[src/rtl/lane_remap_pkg.sv]
package lane_remap_pkg;

  typedef enum logic [1:0] {
    CFG_ACCEPT = 2'd0,
    CFG_KEEP   = 2'd1,
    CFG_REJECT = 2'd2
  } cfg_verdict_e;

  // data-bit position of the standby lane serving a slot
  function automatic int unsigned standby_pos(input int unsigned data_w,
                                              input int unsigned slot);
    return data_w - 1 - slot;
  endfunction

endpackage

[src/rtl/lane_fault_table.sv]
module lane_fault_table
  import lane_remap_pkg::*;
#(
  parameter int ADDR_W = 16,
  parameter int DATA_W = 32,
  parameter int N_SB   = 4,
  localparam int LANES = ADDR_W + DATA_W,
  localparam int LW    = $clog2(LANES),
  localparam int SW    = (N_SB > 1) ? $clog2(N_SB) : 1
) (
  input  logic                 clk,
  input  logic                 rst,
  input  logic                 cfg_we,
  input  logic [LW-1:0]        cfg_lane,
  input  logic [SW-1:0]        cfg_slot,
  output logic [N_SB-1:0]      slot_used,
  output logic [N_SB*LW-1:0]   slot_owner,
  output logic [LANES-1:0]     lane_bad,
  output logic                 cfg_err
);

  localparam int FIRST_SB = LANES - N_SB;

  logic         in_range;
  logic         slot_ok;
  logic         already;
  logic         busy;
  cfg_verdict_e verdict;

  always_comb begin
    in_range = (int'(cfg_lane) < FIRST_SB);
    slot_ok  = (int'(cfg_slot) < N_SB);
    already  = in_range ? lane_bad[cfg_lane] : 1'b0;
    busy     = slot_ok ? slot_used[cfg_slot] : 1'b1;
    if (!in_range || !slot_ok) verdict = CFG_REJECT;
    else if (already)          verdict = CFG_KEEP;
    else if (busy)             verdict = CFG_REJECT;
    else                       verdict = CFG_ACCEPT;
  end

  always_ff @(posedge clk) begin
    if (rst) begin
      slot_used  <= '0;
      slot_owner <= '0;
      lane_bad   <= '0;
      cfg_err    <= 1'b0;
    end else begin
      cfg_err <= cfg_we && (verdict == CFG_REJECT);
      if (cfg_we && verdict == CFG_ACCEPT) begin
        slot_used[cfg_slot]                <= 1'b1;
        slot_owner[cfg_slot*LW +: LW]      <= cfg_lane;
        lane_bad[cfg_lane]                 <= 1'b1;
      end
    end
  end

endmodule

[src/rtl/lane_tx_steer.sv]
module lane_tx_steer
  import lane_remap_pkg::*;
#(
  parameter int ADDR_W = 16,
  parameter int DATA_W = 32,
  parameter int N_SB   = 4,
  localparam int LANES = ADDR_W + DATA_W,
  localparam int LW    = $clog2(LANES)
) (
  input  logic [LANES-1:0]     logical,
  input  logic [N_SB-1:0]      slot_used,
  input  logic [N_SB*LW-1:0]   slot_owner,
  input  logic [LANES-1:0]     lane_bad,
  output logic [LANES-1:0]     physical,
  output logic [N_SB-1:0]      displaced
);

  logic [LW-1:0] owner_idx [N_SB];

  for (genvar g = 0; g < N_SB; g++) begin : g_owner
    assign owner_idx[g] = slot_owner[g*LW +: LW];
  end

  always_comb begin
    physical  = logical & ~lane_bad;
    displaced = '0;
    for (int s = 0; s < N_SB; s++) begin
      if (slot_used[s]) begin
        displaced[s] = logical[ADDR_W + standby_pos(DATA_W, s)];
        physical[ADDR_W + standby_pos(DATA_W, s)] = logical[owner_idx[s]];
      end
    end
  end

endmodule

[src/rtl/lane_rx_merge.sv]
module lane_rx_merge
  import lane_remap_pkg::*;
#(
  parameter int ADDR_W = 16,
  parameter int DATA_W = 32,
  parameter int N_SB   = 4,
  localparam int LANES = ADDR_W + DATA_W,
  localparam int LW    = $clog2(LANES)
) (
  input  logic [DATA_W-1:0]    rx,
  input  logic [N_SB-1:0]      ecc_bits,
  input  logic [N_SB-1:0]      slot_used,
  input  logic [N_SB*LW-1:0]   slot_owner,
  output logic [DATA_W-1:0]    merged
);

  int owner_int [N_SB];

  for (genvar g = 0; g < N_SB; g++) begin : g_owner
    assign owner_int[g] = int'(slot_owner[g*LW +: LW]);
  end

  always_comb begin
    merged = rx;
    // standby positions are restored from ECC space
    for (int s = 0; s < N_SB; s++) begin
      if (slot_used[s]) merged[standby_pos(DATA_W, s)] = ecc_bits[s];
    end
    // broken data lanes take their bit from the standby lane
    for (int s = 0; s < N_SB; s++) begin
      if (slot_used[s] && owner_int[s] >= ADDR_W && owner_int[s] < LANES)
        merged[owner_int[s] - ADDR_W] = rx[standby_pos(DATA_W, s)];
    end
  end

endmodule

[src/rtl/tsv_lane_remap.sv]
module tsv_lane_remap #(
  parameter int ADDR_W = 16,
  parameter int DATA_W = 32,
  parameter int N_SB   = 4,
  localparam int LANES = ADDR_W + DATA_W,
  localparam int LW    = $clog2(LANES),
  localparam int SW    = (N_SB > 1) ? $clog2(N_SB) : 1
) (
  input  logic              clk,
  input  logic              rst,
  input  logic              cfg_we,
  input  logic [LW-1:0]     cfg_lane,
  input  logic [SW-1:0]     cfg_slot,
  output logic              cfg_err,
  input  logic              host_valid,
  input  logic              host_we,
  input  logic [ADDR_W-1:0] host_addr,
  input  logic [DATA_W-1:0] host_wdata,
  output logic              host_rvalid,
  output logic [DATA_W-1:0] host_rdata,
  output logic              phy_valid,
  output logic              phy_we,
  output logic [LANES-1:0]  phy_tx,
  input  logic              phy_rvalid,
  input  logic [DATA_W-1:0] phy_rx,
  output logic              ecc_we,
  output logic              ecc_re,
  output logic [ADDR_W-1:0] ecc_addr,
  output logic [N_SB-1:0]   ecc_mask,
  output logic [N_SB-1:0]   ecc_wdata,
  input  logic [N_SB-1:0]   ecc_rdata
);

  logic [N_SB-1:0]    slot_used;
  logic [N_SB*LW-1:0] slot_owner;
  logic [LANES-1:0]   lane_bad;
  logic [LANES-1:0]   logical;
  logic [LANES-1:0]   physical;
  logic [N_SB-1:0]    displaced;
  logic [DATA_W-1:0]  merged;
  logic               any_used;

  lane_fault_table #(.ADDR_W(ADDR_W), .DATA_W(DATA_W), .N_SB(N_SB)) u_table (
    .clk        (clk),
    .rst        (rst),
    .cfg_we     (cfg_we),
    .cfg_lane   (cfg_lane),
    .cfg_slot   (cfg_slot),
    .slot_used  (slot_used),
    .slot_owner (slot_owner),
    .lane_bad   (lane_bad),
    .cfg_err    (cfg_err)
  );

  assign logical  = {(host_we ? host_wdata : {DATA_W{1'b0}}), host_addr};
  assign any_used = |slot_used;

  lane_tx_steer #(.ADDR_W(ADDR_W), .DATA_W(DATA_W), .N_SB(N_SB)) u_tx (
    .logical    (logical),
    .slot_used  (slot_used),
    .slot_owner (slot_owner),
    .lane_bad   (lane_bad),
    .physical   (physical),
    .displaced  (displaced)
  );

  lane_rx_merge #(.ADDR_W(ADDR_W), .DATA_W(DATA_W), .N_SB(N_SB)) u_rx (
    .rx         (phy_rx),
    .ecc_bits   (ecc_rdata),
    .slot_used  (slot_used),
    .slot_owner (slot_owner),
    .merged     (merged)
  );

  always_ff @(posedge clk) begin
    if (rst) begin
      phy_valid   <= 1'b0;
      phy_we      <= 1'b0;
      phy_tx      <= '0;
      ecc_we      <= 1'b0;
      ecc_re      <= 1'b0;
      ecc_addr    <= '0;
      ecc_mask    <= '0;
      ecc_wdata   <= '0;
      host_rvalid <= 1'b0;
      host_rdata  <= '0;
    end else begin
      phy_valid   <= host_valid;
      phy_we      <= host_valid && host_we;
      phy_tx      <= host_valid ? physical : '0;
      ecc_we      <= host_valid && host_we && any_used;
      ecc_re      <= host_valid && !host_we && any_used;
      ecc_addr    <= (host_valid && any_used) ? host_addr : '0;
      ecc_mask    <= (host_valid && any_used) ? slot_used : '0;
      ecc_wdata   <= (host_valid && host_we && any_used) ? displaced : '0;
      host_rvalid <= phy_rvalid;
      host_rdata  <= phy_rvalid ? merged : '0;
    end
  end

endmodule

[config.mk]
export PLATFORM = sky130hd
export DESIGN_NAME = tsv_lane_remap
export DESIGN_NICKNAME = d
export VERILOG_FILES = /design/src/rtl/lane_remap_pkg.sv /design/src/rtl/lane_fault_table.sv /design/src/rtl/lane_tx_steer.sv /design/src/rtl/lane_rx_merge.sv /design/src/rtl/tsv_lane_remap.sv
export SDC_FILE = /design/constraint.sdc
export NUM_CORES = 1
export LEC_CHECK = 0
export BUFFER_PORTS_ARGS = -buffer_cell sky130_fd_sc_hd__buf_2
export CORE_UTILIZATION = 30
export CTS_CLUSTER_DIAMETER = 50
export CTS_CLUSTER_SIZE = 16
export DETAILED_ROUTE_END_ITERATION = 6
export PLACE_DENSITY_LB_ADDON = 0.12
export SYNTH_ARGS = -nofsm -noshare
export SYNTH_HDL_FRONTEND = slang
export SYNTH_SLANG_ARGS = --single-unit
[constraint.sdc]
create_clock -name clk -period 3.75 [get_ports clk]
set_clock_uncertainty 0.2 [all_clocks]
set_input_delay 0.1875 -clock clk [delete_from_list [all_inputs] [get_ports clk]]
set_output_delay 0.1875 -clock clk [all_outputs]
set_load 0.005 [all_outputs]
# [Word-level counts from Yosys, hierarchy flattened]
# Index checks and enable logic that the tools add are counted.
[totals] regBits=186 latchBits=0 ramBits=0 romBits=0 inputBits=98 out_inout_bits=110 elab_cells=140 memories=0
[classes] add_sub_neg=5 multipliers=1 div_mod_pow=0 order_cmp=25 eq_ne=1 shift=2 muxes=46 bitwise_logic=12 reduce_logical=31
[ops] cell="two-way mux 32 bit" count=5
[ops] cell="bitwise mux 32 bit" count=4
[ops] cell=">= comparator 32 x 1 -> 1 bit (second input constant)" count=4
[ops] cell="less-than comparator 32 x 7 -> 1 bit (second input constant)" count=4
[ops] cell="AND 48 bit" count=1
[ops] cell="inverter 48 bit" count=1
[ops] cell="OR 48 bit" count=1
[ops] cell="less-than comparator 6 x 7 -> 1 bit (second input constant)" count=5
[ops] cell="negation 5 -> 34 bit" count=1
[ops] cell="variable shift 6 x 34 -> 24 bit (first input constant)" count=1
[ops] cell="variable part select 6 x 34 -> 24 bit" count=1
[ops] cell="binary-select mux 1 bit (select 6 bit)" count=5
[ops] cell="less-than comparator 6 bit (second input constant)" count=5
[ops] cell="subtractor 6 x 5 -> 7 bit (second input constant)" count=4
[ops] cell="bitwise mux 24 bit" count=1
[ops] cell=">= comparator 6 x 5 -> 1 bit (second input constant)" count=4
[ops] cell="logical AND 1 bit" count=21
[ops] cell="two-way mux 1 bit" count=21
[ops] cell="demux 1 bit (select 5 bit)" count=4
[ops] cell="OR reduction 3 bit" count=4
[ops] cell="inverter 1 bit" count=8
[ops] cell="demux 1 bit (select 6 bit)" count=1
[ops] cell=">= comparator 6 x 1 -> 1 bit (second input constant)" count=1
[ops] cell="two-way mux 2 bit" count=3
[ops] cell="other kinds (11)" count=13

# [Longest topological paths before layout]
# Gate-level depths: netlist (run 1).
[depth] word_depth=13 depth_mapped=10 mapped_depth_nobuf=8

# [Cells and area by module]
# From an unflattened synthesis (run 1), not the netlist that was laid out.
[unflattened] cells_unflattened=1319 area_unflattened_um2=11566.1
[modules_own_cells] mod="lane_fault_table" n_inst=1 cells_per_inst=404 area_each_um2=3639.7 seq_area_each_um2=1541.5
[modules_own_cells] mod="tsv_lane_remap" n_inst=1 cells_per_inst=268 area_each_um2=3171.8 seq_area_each_um2=2182.1
[modules_own_cells] mod="lane_rx_merge" n_inst=1 cells_per_inst=442 area_each_um2=2698.8 seq_area_each_um2=0.0
[modules_own_cells] mod="lane_tx_steer" n_inst=1 cells_per_inst=205 area_each_um2=2055.7 seq_area_each_um2=0.0

# [Worst setup path after synthesis (run 1)]
# No wires, ideal clock.
[synth_path] path_kind="register -> register" startpoint="reg u_table.slot_owner[4]" endpoint="reg host_rdata[18]" setup_time_ns=0.119 arrival_time_ns=2.568 required_ns=3.431 path_slack_ns=0.863 stages_incl_launch_ff=11 n_path_buf=2 synth_period_minus_slack_ns=2.887 cell_sequence="dfxtp_1 -> clkbuf_1 -> inv_1 -> ha_1 -> nor4bb_1 -> buf_2 -> nand3_1 -> mux2_1 -> mux2_2 -> a21oi_1 -> a21oi_1"
[synth_between] elab_chain_len=13 elab_cells_between_ends=18 cone_classes="add/sub (1); order compare (4); mux (10); reduce/logical (3)"
[synth_rtl] element="start: declaration" line_no="lane_fault_table.sv:17" rtl="output logic [N_SB*LW-1:0] slot_owner,"
[synth_rtl] element="start signal: indexed assignment" line_no="lane_fault_table.sv:51" rtl="slot_owner[cfg_slot*LW +: LW] <= cfg_lane;"
[synth_rtl] element="subtractor 6 x 5 -> 7 bit" line_no="lane_rx_merge.sv:32" rtl="merged[owner_int[s] - ADDR_W] = rx[standby_pos(DATA_W, s)];"
[synth_rtl] element=">= comparator 32 x 1 -> 1 bit (not written as such) or less-than comparator 32 x 7 -> 1 bit (tied branches)" line_no="lane_rx_merge.sv:32"
[synth_rtl] element="logical AND 1 bit (not written as such)" line_no="lane_rx_merge.sv:32"
[synth_rtl] element="two-way mux 1 bit (not written as such)" line_no="lane_rx_merge.sv:32"
[synth_rtl] element="demux 1 bit (select 5 bit)"
[synth_rtl] element="bitwise mux 32 bit" line_no="lane_rx_merge.sv:32"
[synth_rtl] element="two-way mux 32 bit *" line_no="lane_rx_merge.sv:31" rtl="if (slot_used[s] && owner_int[s] >= ADDR_W && owner_int[s] < LANES)"
[synth_rtl] element="bitwise mux 32 bit" line_no="lane_rx_merge.sv:32"
[synth_rtl] element="two-way mux 32 bit *" line_no="lane_rx_merge.sv:31"
[synth_rtl] element="bitwise mux 32 bit" line_no="lane_rx_merge.sv:32"
[synth_rtl] element="two-way mux 32 bit *" line_no="lane_rx_merge.sv:31"
[synth_rtl] element="bitwise mux 32 bit" line_no="lane_rx_merge.sv:32"
[synth_rtl] element="two-way mux 32 bit *" line_no="lane_rx_merge.sv:31"
[synth_rtl] element="end signal: assignment" line_no="tsv_lane_remap.sv:97" rtl="host_rdata <= phy_rvalid ? merged : '0;"
[synth_rtl] element="end: declaration" line_no="tsv_lane_remap.sv:20" rtl="output logic [DATA_W-1:0] host_rdata,"
# Mark *: on every way between the ends. The rest lies on a longest branch, timed or not.
# A chain may end at the register's enable or synchronous reset.

# [Worst setup path in the final report (run 1)]
[layout_path] startpoint="reg u_table.slot_owner[22]" endpoint="reg host_rdata[6]"
[layout_between] elab_chain_len=7 elab_cells_between_ends=12 cone_classes="add/sub (1); order compare (4); mux (4); reduce/logical (3)"
[layout_rtl] element="subtractor 6 x 5 -> 7 bit" line_no="lane_rx_merge.sv:32"
[layout_rtl] element=">= comparator 32 x 1 -> 1 bit (not written as such) or less-than comparator 32 x 7 -> 1 bit (tied branches)" line_no="lane_rx_merge.sv:32"
[layout_rtl] element="logical AND 1 bit (not written as such)" line_no="lane_rx_merge.sv:32"
[layout_rtl] element="two-way mux 1 bit (not written as such)" line_no="lane_rx_merge.sv:32"
[layout_rtl] element="demux 1 bit (select 5 bit)"
[layout_rtl] element="bitwise mux 32 bit" line_no="lane_rx_merge.sv:32"
[layout_rtl] element="two-way mux 32 bit *" line_no="lane_rx_merge.sv:31"
# Marks and branches as above.

==> summary.md, run 1 <==
| Metric | Value |
|---|---|
| Clk buf depth | 2 |
| Initial standard-cell utilization of the core | 30.67% |
| Final Hold Fails | 0 |
| Worst slew margin relative to its limit | 23.86% |
| Share of the yosys chip area belonging to registers | 33.89% |
| Worst hold-check path type | primary input to flip-flop |
| Synth Instances | around 1.2k |
| Count of TritonRoute iterations in the first routing pass | 7 |
| Antenna-violating nets left | 0 |
| Number of global-route vias before repair | 10.39k |
| Dpl ws | between 0.6 and 0.7 ns |
| Ys Warns | 0 |
| Sequential Power Share | about 45% |
| Total Routed Length | 45.37 mm |
| Filler Cells Inserted | 3624 |
| Internal power of the cells | 3.207 mW |
| #FFs+latches synth | 186 |
| PostCTS Resize Cnt | 0 |
| Count of unresolved DRC violations after routing | 14 |
| Overall global routing resource usage | 24.18% |
| Peak supply drop | 0.3052 mV |
| Leakage dissipation | 5.183 nW |
| Switching part of the total | 29.09% |
| Worst-skew pair later-pin latency | roughly 0.47 ns |
| Diodes inserted | 0 |
| I/O Buffers | 207 |
| Number of ports placed on the die boundary | 208 |
| GR Util met3 | approximately 3.2% |
| Violated checks | DRC |
| Average wire per cell in the routed design | roughly 24 um |
| Die H | 193.4 um |
| Wire length of the first global-routing pass | 68.13 mm |
| Final period util | 90.56% |
| Busiest metal layer after global routing | met2 |
| Final weighted congestion in routability-driven placement | slightly below 0.9 |
| Count of endpoints failing setup in the final report | 0 |
| Reg clk slew, reported paths | 0.09 ns |
| Minimum period implied by the final worst setup slack | roughly 3.4 ns |
| Final setup margin | 0.3541 ns |
| Antenna violations before repair | 2 |
| Hold-critical path depth | 5 |
| Critical path peak fanout | 14 |
| WP data required | 3.92 ns |
| Worst setup path class | flip-flop to flip-flop |
| Part of the total power dissipated in combinational logic | between 10 and 15% |
| Launching element type of the critical path | flip-flop |
| Fraction of registers with async set/reset | 0% |
| Total global routing overflow | 0 |
| Area of the mapped netlist | 10990 sq um |
| CTS H-Tree Depth | 4 |
| Number of vias after detailed routing | 10.86k |
| Die Width | ~190 um |
| Synth top area share | 33.89% |
| Number of maximum-capacitance violations | 0 |
| Worst hold path endpoint | host_rdata[4]$_SDFF_PP0_ |
| TritonCTS clock tree | done |
| Number of max-slew violations in the final report | 0 |
| Root buffer cell | clkbuf_16 |
| Crit path DAT | around 3.6 ns |
| Net count after synthesis | 1319 |
| Power per unit of standard cell area | between 300 and 400 nW/um^2 |
| Area of the placeable core | ~36000 sq um |
| Mean instance size in the synthesized netlist | around 9.1 sq um |
| Net count, final | 1542 |
| Sum Neg Setup Slack | 0 ns |
| Number of clock sinks seen by CTS | 186 |
| Worst Tran Pin Value | 1.141 ns |
| Startpoint of the worst hold path | phy_rx[4] |
| Number of synthesized flops with an enable pin | 0 |
| Via density per instance | 5.721 |
| Clock buffer count from CTS | 17 |
| Biggest area consumer among synthesized cells | dfxtp_1 |
| Dominant register cell in the synthesized netlist | dfxtp_1 |
| GRT met2 Usage | 37.57% |
| Kind of end point of the critical path | flip-flop |
| Top area cells in the synthesized netlist | dfxtp_1 (34%), mux4_2 (8.0%), mux2i_1 (6.7%) |
| Initial DRC count | 1012 |
| R2R Path Start | u_table.slot_owner[22]$_SDFFE_PP0P_ |
| Clk network pwr share | between 40% and 50% |
| Layout cell share with drive strength beyond 1 | 25.87% |
| Switching Power | 1.315 mW |
| Overall die area | between 30000 and 40000 sq um |
| Setup repair after global routing missed its margin | false |
| Number of rows in the core area | 69 |
| Result of the run | finished with violations |
| Reg2reg setup slack | 0.35 ns |
| Synth cell types | 77 |
| Terminus of the critical flop-to-flop path | host_rdata[6]$_SDFF_PP0_ |
| Largest net degree at the start of global routing | 37 |
| Layout overhead on the synthesized area | 24.13% |
| Detail Placement HPWL | roughly 34 mm |
| Maximum clock frequency | slightly below 300 MHz |
| Depth of the most critical reg-to-reg path | 8 |
| M1 GR Usage | 34.51% |
[power by group through the flow]
stage | Clock [mW] | Combinational (mW) | Sequential (mW)
2_1_floorplan | 0 | 0.305 | 2.08
3_3_place_gp | 0 | 0.557 | 2.09
3_5_place_dp | 0 | 0.556 | 2.09
4_1_cts | 1.92 | 0.603 | 2.05
5_1_grt | 1.98 | 0.649 | 2.05
6_report | 1.87 | 0.609 | 2.05
[final cells by class]
cell class	count	area [sq um]	share of cell area, %
Multi-Input combinational cell	882	6708	49.18
Sequential cell	186	3724	27.30
Timing Repair Buffer	302	1894	13.89
Tap cell	461	576.8	4.229
Clock buffer	19	452.9	3.321
Clock inverter	13	147.6	1.083
Inverter	36	135.1	0.9908
[critical path, cell delays in order, from the launching register on]
cell,delay (ns)
dfxtp_1,0.69
inv_1,0.29
ha_1,0.29
or3_1,0.36
nor2_1,0.55
nand2_1,0.17
nand4_1,0.13
a31oi_1,0.08
dlygate4sd3_1,0.55
[Yosys cell counts, drive strengths merged, types with 5 or more instances]
cell and number:
a211oi 18, a21oi 52, a221oi 7, a22o 7, a22oi 14, a31oi 11, a32o 38, and2 31
and3 16, buf 34, clkbuf 64, dfxtp 186, ha 19, inv 35, mux2 32, mux2i 73
mux4 39, nand2 113, nand2b 10, nand3 67, nand4 7, nor2 58, nor2b 20, nor3 27
nor3b 49, nor4 13, nor4b 10, o211ai 7, o21ai 37, o22ai 15, o2bb2ai 10, o32a 5
o32ai 6, or3 5, or4 6
[kinds of logic (layout without fill, tap and decap cells)]
logic type / Yosys count / count (layout) / share of synthesized area, %
multiplexers: 144 / 144 / 17.99
AND/OR/NAND/NOR: 453 / 453 / 22.94
buffers and inverters: 134 / 370 / 5.113
adder cells (fa/ha/maj): 19 / 19 / 2.164
flip-flops: 186 / 186 / 33.89
AO/OA/AOI/OAI: 266 / 266 / 17.90
[layer usage]
layer | wire length (um) | share of wire [%]
met3 | 2578 | 5.7
met1 | 21400 | 47
met4 | 929 | 2.0
met2 | 20460 | 45
met5 | 0 | 0
[stage by stage]
stage / cell area [sq um] / hold slack [ns] / std cells / util (%) / power [mW]
2_1_floorplan: 10990 / 0.1092 / 1202 / - / 2.389
3_3_place_gp: 12460 / 0.2498 / 1809 / 34.77 / 2.649
3_5_place_dp: 12460 / 0.2480 / 1809 / 34.77 / 2.648
4_1_cts: 13640 / 0.002472 / 1899 / 38.07 / 4.565
5_1_grt: 13640 / 0.06043 / 1899 / 38.07 / 4.680
6_report: 13640 / 0.009170 / 1899 / 38.07 / 4.522
[sequential cells by signal (all words and copies together) (netlist names)]
| signal | count |
|---|---|
| phy_tx | 48 |
| u_table.lane_bad | 48 |
| host_rdata | 32 |
| u_table.slot_owner | 24 |
| ecc_addr | 16 |
| ecc_mask | 4 |
| ecc_wdata | 4 |
| u_table.slot_used | 4 |
| ecc_re | 1 |
| ecc_we | 1 |
| host_rvalid | 1 |
| phy_valid | 1 |
| phy_we | 1 |
| u_table.cfg_err | 1 |
[worst max-delay path by stage]
| stage | from | endpoint | slack [ns] | cells past startpoint |
|---|---|---|---|---|
| after floorplan | u_table.slot_owner[4]$_SDFFE_PP0P_ | host_rdata[18]$_SDFF_PP0_ | 0.86 | 10 |
| after global placement | u_table.slot_owner[16]$_SDFFE_PP0P_ | host_rdata[29]$_SDFF_PP0_ | 0.70 | 8 |
| after detailed placement | u_table.slot_owner[16]$_SDFFE_PP0P_ | host_rdata[29]$_SDFF_PP0_ | 0.67 | 8 |
| after CTS | u_table.slot_owner[22]$_SDFFE_PP0P_ | host_rdata[6]$_SDFF_PP0_ | 0.43 | 8 |
| after global routing | u_table.slot_owner[22]$_SDFFE_PP0P_ | host_rdata[6]$_SDFF_PP0_ | 0.12 | 8 |
| final | u_table.slot_owner[22]$_SDFFE_PP0P_ | host_rdata[6]$_SDFF_PP0_ | 0.35 | 8 |
[timing repair]
| item | in CTS | in global routing |
|---|---|---|
| buffers inserted | 0 | 0 |
| endpoints found under the hold margin | 80 | 0 |
| hold buffers | 58 | 0 |
[cells in the final DEF, fill, tap and decap left out, types with 15 or more instances in the layout]
master	n
o21ai_0	33
nor3_1	27
mux2_2	28
a211oi_1	18
dlygate4sd3_1	58
dfxtp_1	186
buf_2	207
mux2i_1	73
ha_1	19
clkbuf_16	17
nor3b_1	49
nand3_1	67
and2_1	28
inv_1	33
nor2_1	55
buf_4	37
mux4_2	39
nor2b_1	20
o22ai_1	15
a32o_1	38
and3_1	16
nand2_1	113
a21oi_1	52
Power figures use the tool's default switching activity.
==> run 2: changes to the inputs <==
--- a/config.mk
+++ b/config.mk
@@ -7,10 +7,10 @@
 export LEC_CHECK = 0
 export BUFFER_PORTS_ARGS = -buffer_cell sky130_fd_sc_hd__buf_2
 export CORE_UTILIZATION = 30
-export CTS_CLUSTER_DIAMETER = 50
+export CTS_CLUSTER_DIAMETER = 80
 export CTS_CLUSTER_SIZE = 16
 export DETAILED_ROUTE_END_ITERATION = 6
-export PLACE_DENSITY_LB_ADDON = 0.12
+export PLACE_DENSITY_LB_ADDON = 0.2
 export SYNTH_ARGS = -nofsm -noshare
 export SYNTH_HDL_FRONTEND = slang
 export SYNTH_SLANG_ARGS = --single-unit
==> constraint.sdc (replaced) <==
create_clock -name clk -period 3.08 [get_ports clk]
set_clock_uncertainty 0.2 [all_clocks]
set_input_delay 0.154 -clock clk [delete_from_list [all_inputs] [get_ports clk]]
set_output_delay 0.154 -clock clk [all_outputs]
set_load 0.005 [all_outputs]
==> run 2 against run 1 <==
  * The run still ends with DRC left
  * Highest routed layer is now met5
  * Sequential share of layout area fell by 0.62 points
  * Critical path type unchanged
  * Final cell count rose by 2.2%
  * Clock-buffer cell count fell by 1
  * Via count rose by 2.5%
==> summary.md, run 2 (synthesis gave the netlist of run 1 again) <==
| Metric | Value |
|---|---|
| Diodes inserted | 0 (unchanged) |
| WP data required | 3.23 ns (-0.69 ns) |
| Antenna violations before repair | 1 (-1) |
| Total global routing overflow | 0 (unchanged) |
| Switching part of the total | 29.60% (+0.51 points) |
| I/O Buffers | 207 (unchanged) |
| Setup Fix Bufs, Post-CTS | 0 (unchanged) |
| Internal power of the cells | 3.869 mW (+21%) |
| Switching Power | 1.627 mW (+24%) |
| Maximum clock frequency | 344.4 MHz (+17%) |
| Number of maximum-capacitance violations | 0 (unchanged) |
| Total Routed Length | 45.22 mm (-0.34%) |
| Result of the run | finished with violations |
| Number of global-route vias before repair | 10.50k (+1.0%) |
| Top flop regs | phy_tx (48), u_table.lane_bad (48), host_rdata (32) |
| Count of TritonRoute iterations in the first routing pass | 7 (unchanged) |
| Count of unresolved DRC violations after routing | 14 (unchanged) |
| Number of ports placed on the die boundary | 208 (unchanged) |
| Clock buffer count from CTS | 17 (unchanged) |
| Number of clock sinks seen by CTS | 186 (unchanged) |
| Most common cell after layout, fill and taps aside | buf_2 |
| Root buffer cell | clkbuf_16 |
| Overall die area | 37390 sq um (unchanged) |
| Most Frequent Cell on Critical Path | nand3_1 |
| Critical path cell sequence | inv_1, ha_1, nor4bb_2, buf_4, nand3_1, mux2i_1, o21ai_0, nand3_1, a31oi_1, dlygate4sd3_1 |
| Launching element type of the critical path | flip-flop |
| Slowest stage cell on the critical path | dlygate4sd3_1 |
| Average wire per cell in the routed design | 23.31 um (-2.4%) |
| Part of the total power dissipated in combinational logic | 13.9% (+0.4 points) |
| Number of rows in the core area | 69 (unchanged) |
| Clk buf depth | 2 (unchanged) |
| Reg clk slew, reported paths | 0.08 ns (about the same) |
| Buffers and inverters on the worst path | 3 (+1) |
| Worst setup path class | flip-flop to flip-flop |
| Worst Tran Pin Value | 0.8520 ns (-0.2885 ns) |
| Count of endpoints failing setup in the final report | 0 (unchanged) |
| Layout cell share with drive strength beyond 1 | 27.65% (+1.8 points) |
| TritonCTS clock tree | done |
| Critical path peak fanout | 14 (unchanged) |
| Family with the most delay on the worst path | buffers and inverters |
| Overall global routing resource usage | 23.95% (-0.23 points) |
| Kind of end point of the critical path | flip-flop |
| Antenna-violating nets left | 0 (unchanged) |
| Power per unit of standard cell area | 393.7 nW/um^2 (+19%) |
| Layout overhead on the synthesized area | 27.07% |
| Largest net degree at the start of global routing | 46 (+24%) |
| Crit path DAT | 3.05 ns (-0.51 ns) |
| Worst hold-check path type | primary input to flip-flop |
| Via density per instance | 5.740 (+0.34%) |
| Leakage dissipation | 5.379 nW (+3.8%) |
| Sum Neg Setup Slack | 0 ns (unchanged) |
| Die Width | 193.4 um (unchanged) |
| Minimum period implied by the final worst setup slack | 2.903 ns (-0.4927 ns) |
| CTS H-Tree Depth | 4 (unchanged) |
| Initial DRC count | 1185 (+17%) |
| Setup repair after global routing missed its margin | false |
| Worst hold path endpoint | host_rdata[5]$_SDFF_PP0_ |
| Number of max-slew violations in the final report | 0 (unchanged) |
| Worst slew margin relative to its limit | 43.12% (+19 points) |
| Number of vias after detailed routing | 11.14k (+2.5%) |
| Slowest cell delay on critical path | 0.58 ns (-0.11 ns) |
| Clk network pwr share | 40.9% (-0.4 points) |
| Violated checks | DRC |
| Final period util | 94.26% (+3.7 points) |
| Final weighted congestion in routability-driven placement | 0.9543 (+6.8%) |
| Final Hold Fails | 0 (unchanged) |
| Die H | 193.4 um (unchanged) |
| Detail Placement HPWL | 34.25 mm (+0.57%) |
| Startpoint of the worst hold path | phy_rx[5] |
| Share of the core filled with cells | 38.97% (+0.90 points) |
| Reg2reg setup slack | 0.18 ns (-0.18 ns) |
| Hold-critical path depth | 5 (unchanged) |
| Worst-skew pair later-pin latency | 0.47 ns (about the same) |
| R2R Path Start | u_table.slot_owner[5]$_SDFFE_PP0P_ |
| Depth of the most critical reg-to-reg path | 10 (+2) |
| Net count, final | 1583 (+2.7%) |
| Area of the placeable core | 35830 sq um (unchanged) |
| Initial standard-cell utilization of the core | 30.67% (unchanged) |
| Terminus of the critical flop-to-flop path | host_rdata[26]$_SDFF_PP0_ |
| Wire length of the first global-routing pass | 68.25 mm (+0.18%) |
| Peak supply drop | 0.4078 mV (+34%) |
| Sequential Power Share | 45.3% (about the same) |
| Top library cells by usage in the layout, fill and taps aside | buf_2 (207), dfxtp_1 (185), nand2_1 (113), mux2i_1 (73), buf_4 (71) |
==> run 2: cell type report <==
cell class	instances	area, sq um
multi-input cells	882	6725
flip-flops and latches	186	3725
fillers	3643	21870
inverters	36	135.1
repair buffers	343	2220
well taps	461	576.8
clock inverters	14	150.1
clock buffers	18	429.2
==> run 2: metal layers <==
| layer | vias up | share of wire [%] | track usage [%] |
|---|---|---|---|
| li1 | 5051 | - | - |
| met1 | 5504 | 46 | 34.21 |
| met2 | 520 | 45 | 37.43 |
| met3 | 59 | 7.1 | 4.097 |
| met4 | 2 | 1.5 | 5.452 |
| met5 | - | 0.029 | 0 |
==> run 2: power by group through the flow <==
stage	logic, mW	clock network (mW)	registers [mW]
floorplan	0.372	0	2.54
global placement	0.689	0	2.54
detailed placement	0.686	0	2.54
CTS	0.751	2.29	2.49
global route	0.814	2.38	2.49
finish	0.763	2.25	2.49
==> run 2: metrics by stage <==
step / total power, mW / hold slack, ns / area, sq um / std cells / setup WS (ns)
floorplan: 2.909 / 0.07571 / 10990 / 1202 / 0.1927
global placement: 3.232 / 0.2406 / 12720 / 1843 / 0.02959
detailed placement: 3.230 / 0.2467 / 12720 / 1843 / 0.3338
CTS: 5.530 / 0.003315 / 13950 / 1940 / 0.08810
global route: 5.692 / 0.07589 / 13960 / 1940 / 0.0003151
finish: 5.496 / 0.01892 / 13960 / 1940 / 0.1768
==> run 2: worst reg2reg max path, delay by kind of cell (launching register included) <==
kind / cells / cell delay [ns]
and+or+nand+nor: 3 / 0.50
DFF: 1 / 0.42
adders and majority gates: 1 / 0.32
AOI/OAI and AO/OA: 2 / 0.21
muxes: 1 / 0.26
buffers and inverters: 3 / 0.89
==> run 2: worst max path at each step <==
stage	startpoint	end	slack, ns	depth (start not counted)
CTS	u_table.slot_owner[16]$_SDFFE_PP0P_	host_rdata[26]$_SDFF_PP0_	0.09	9
global route	cfg_lane[0]	u_table.slot_owner[20]$_SDFFE_PP0P_	0.0003	8
global placement	cfg_lane[5]	u_table.lane_bad[13]$_SDFFE_PP0P_	0.03	7
floorplan	u_table.slot_owner[4]$_SDFFE_PP0P_	host_rdata[18]$_SDFF_PP0_	0.19	10
detailed placement	u_table.slot_owner[5]$_SDFFE_PP0P_	host_rdata[28]$_SDFF_PP0_	0.33	8
finish	u_table.slot_owner[5]$_SDFFE_PP0P_	host_rdata[26]$_SDFF_PP0_	0.18	10
==> run 2: timing repair <==
| item | 4_1_cts | 5_1_grt |
|---|---|---|
| gates resized for setup | 0 | 2 |
| endpoints found under the hold margin | 95 | 0 |
| endpoints found under the setup margin | 0 | 1 |
| hold buffers | 65 | 0 |
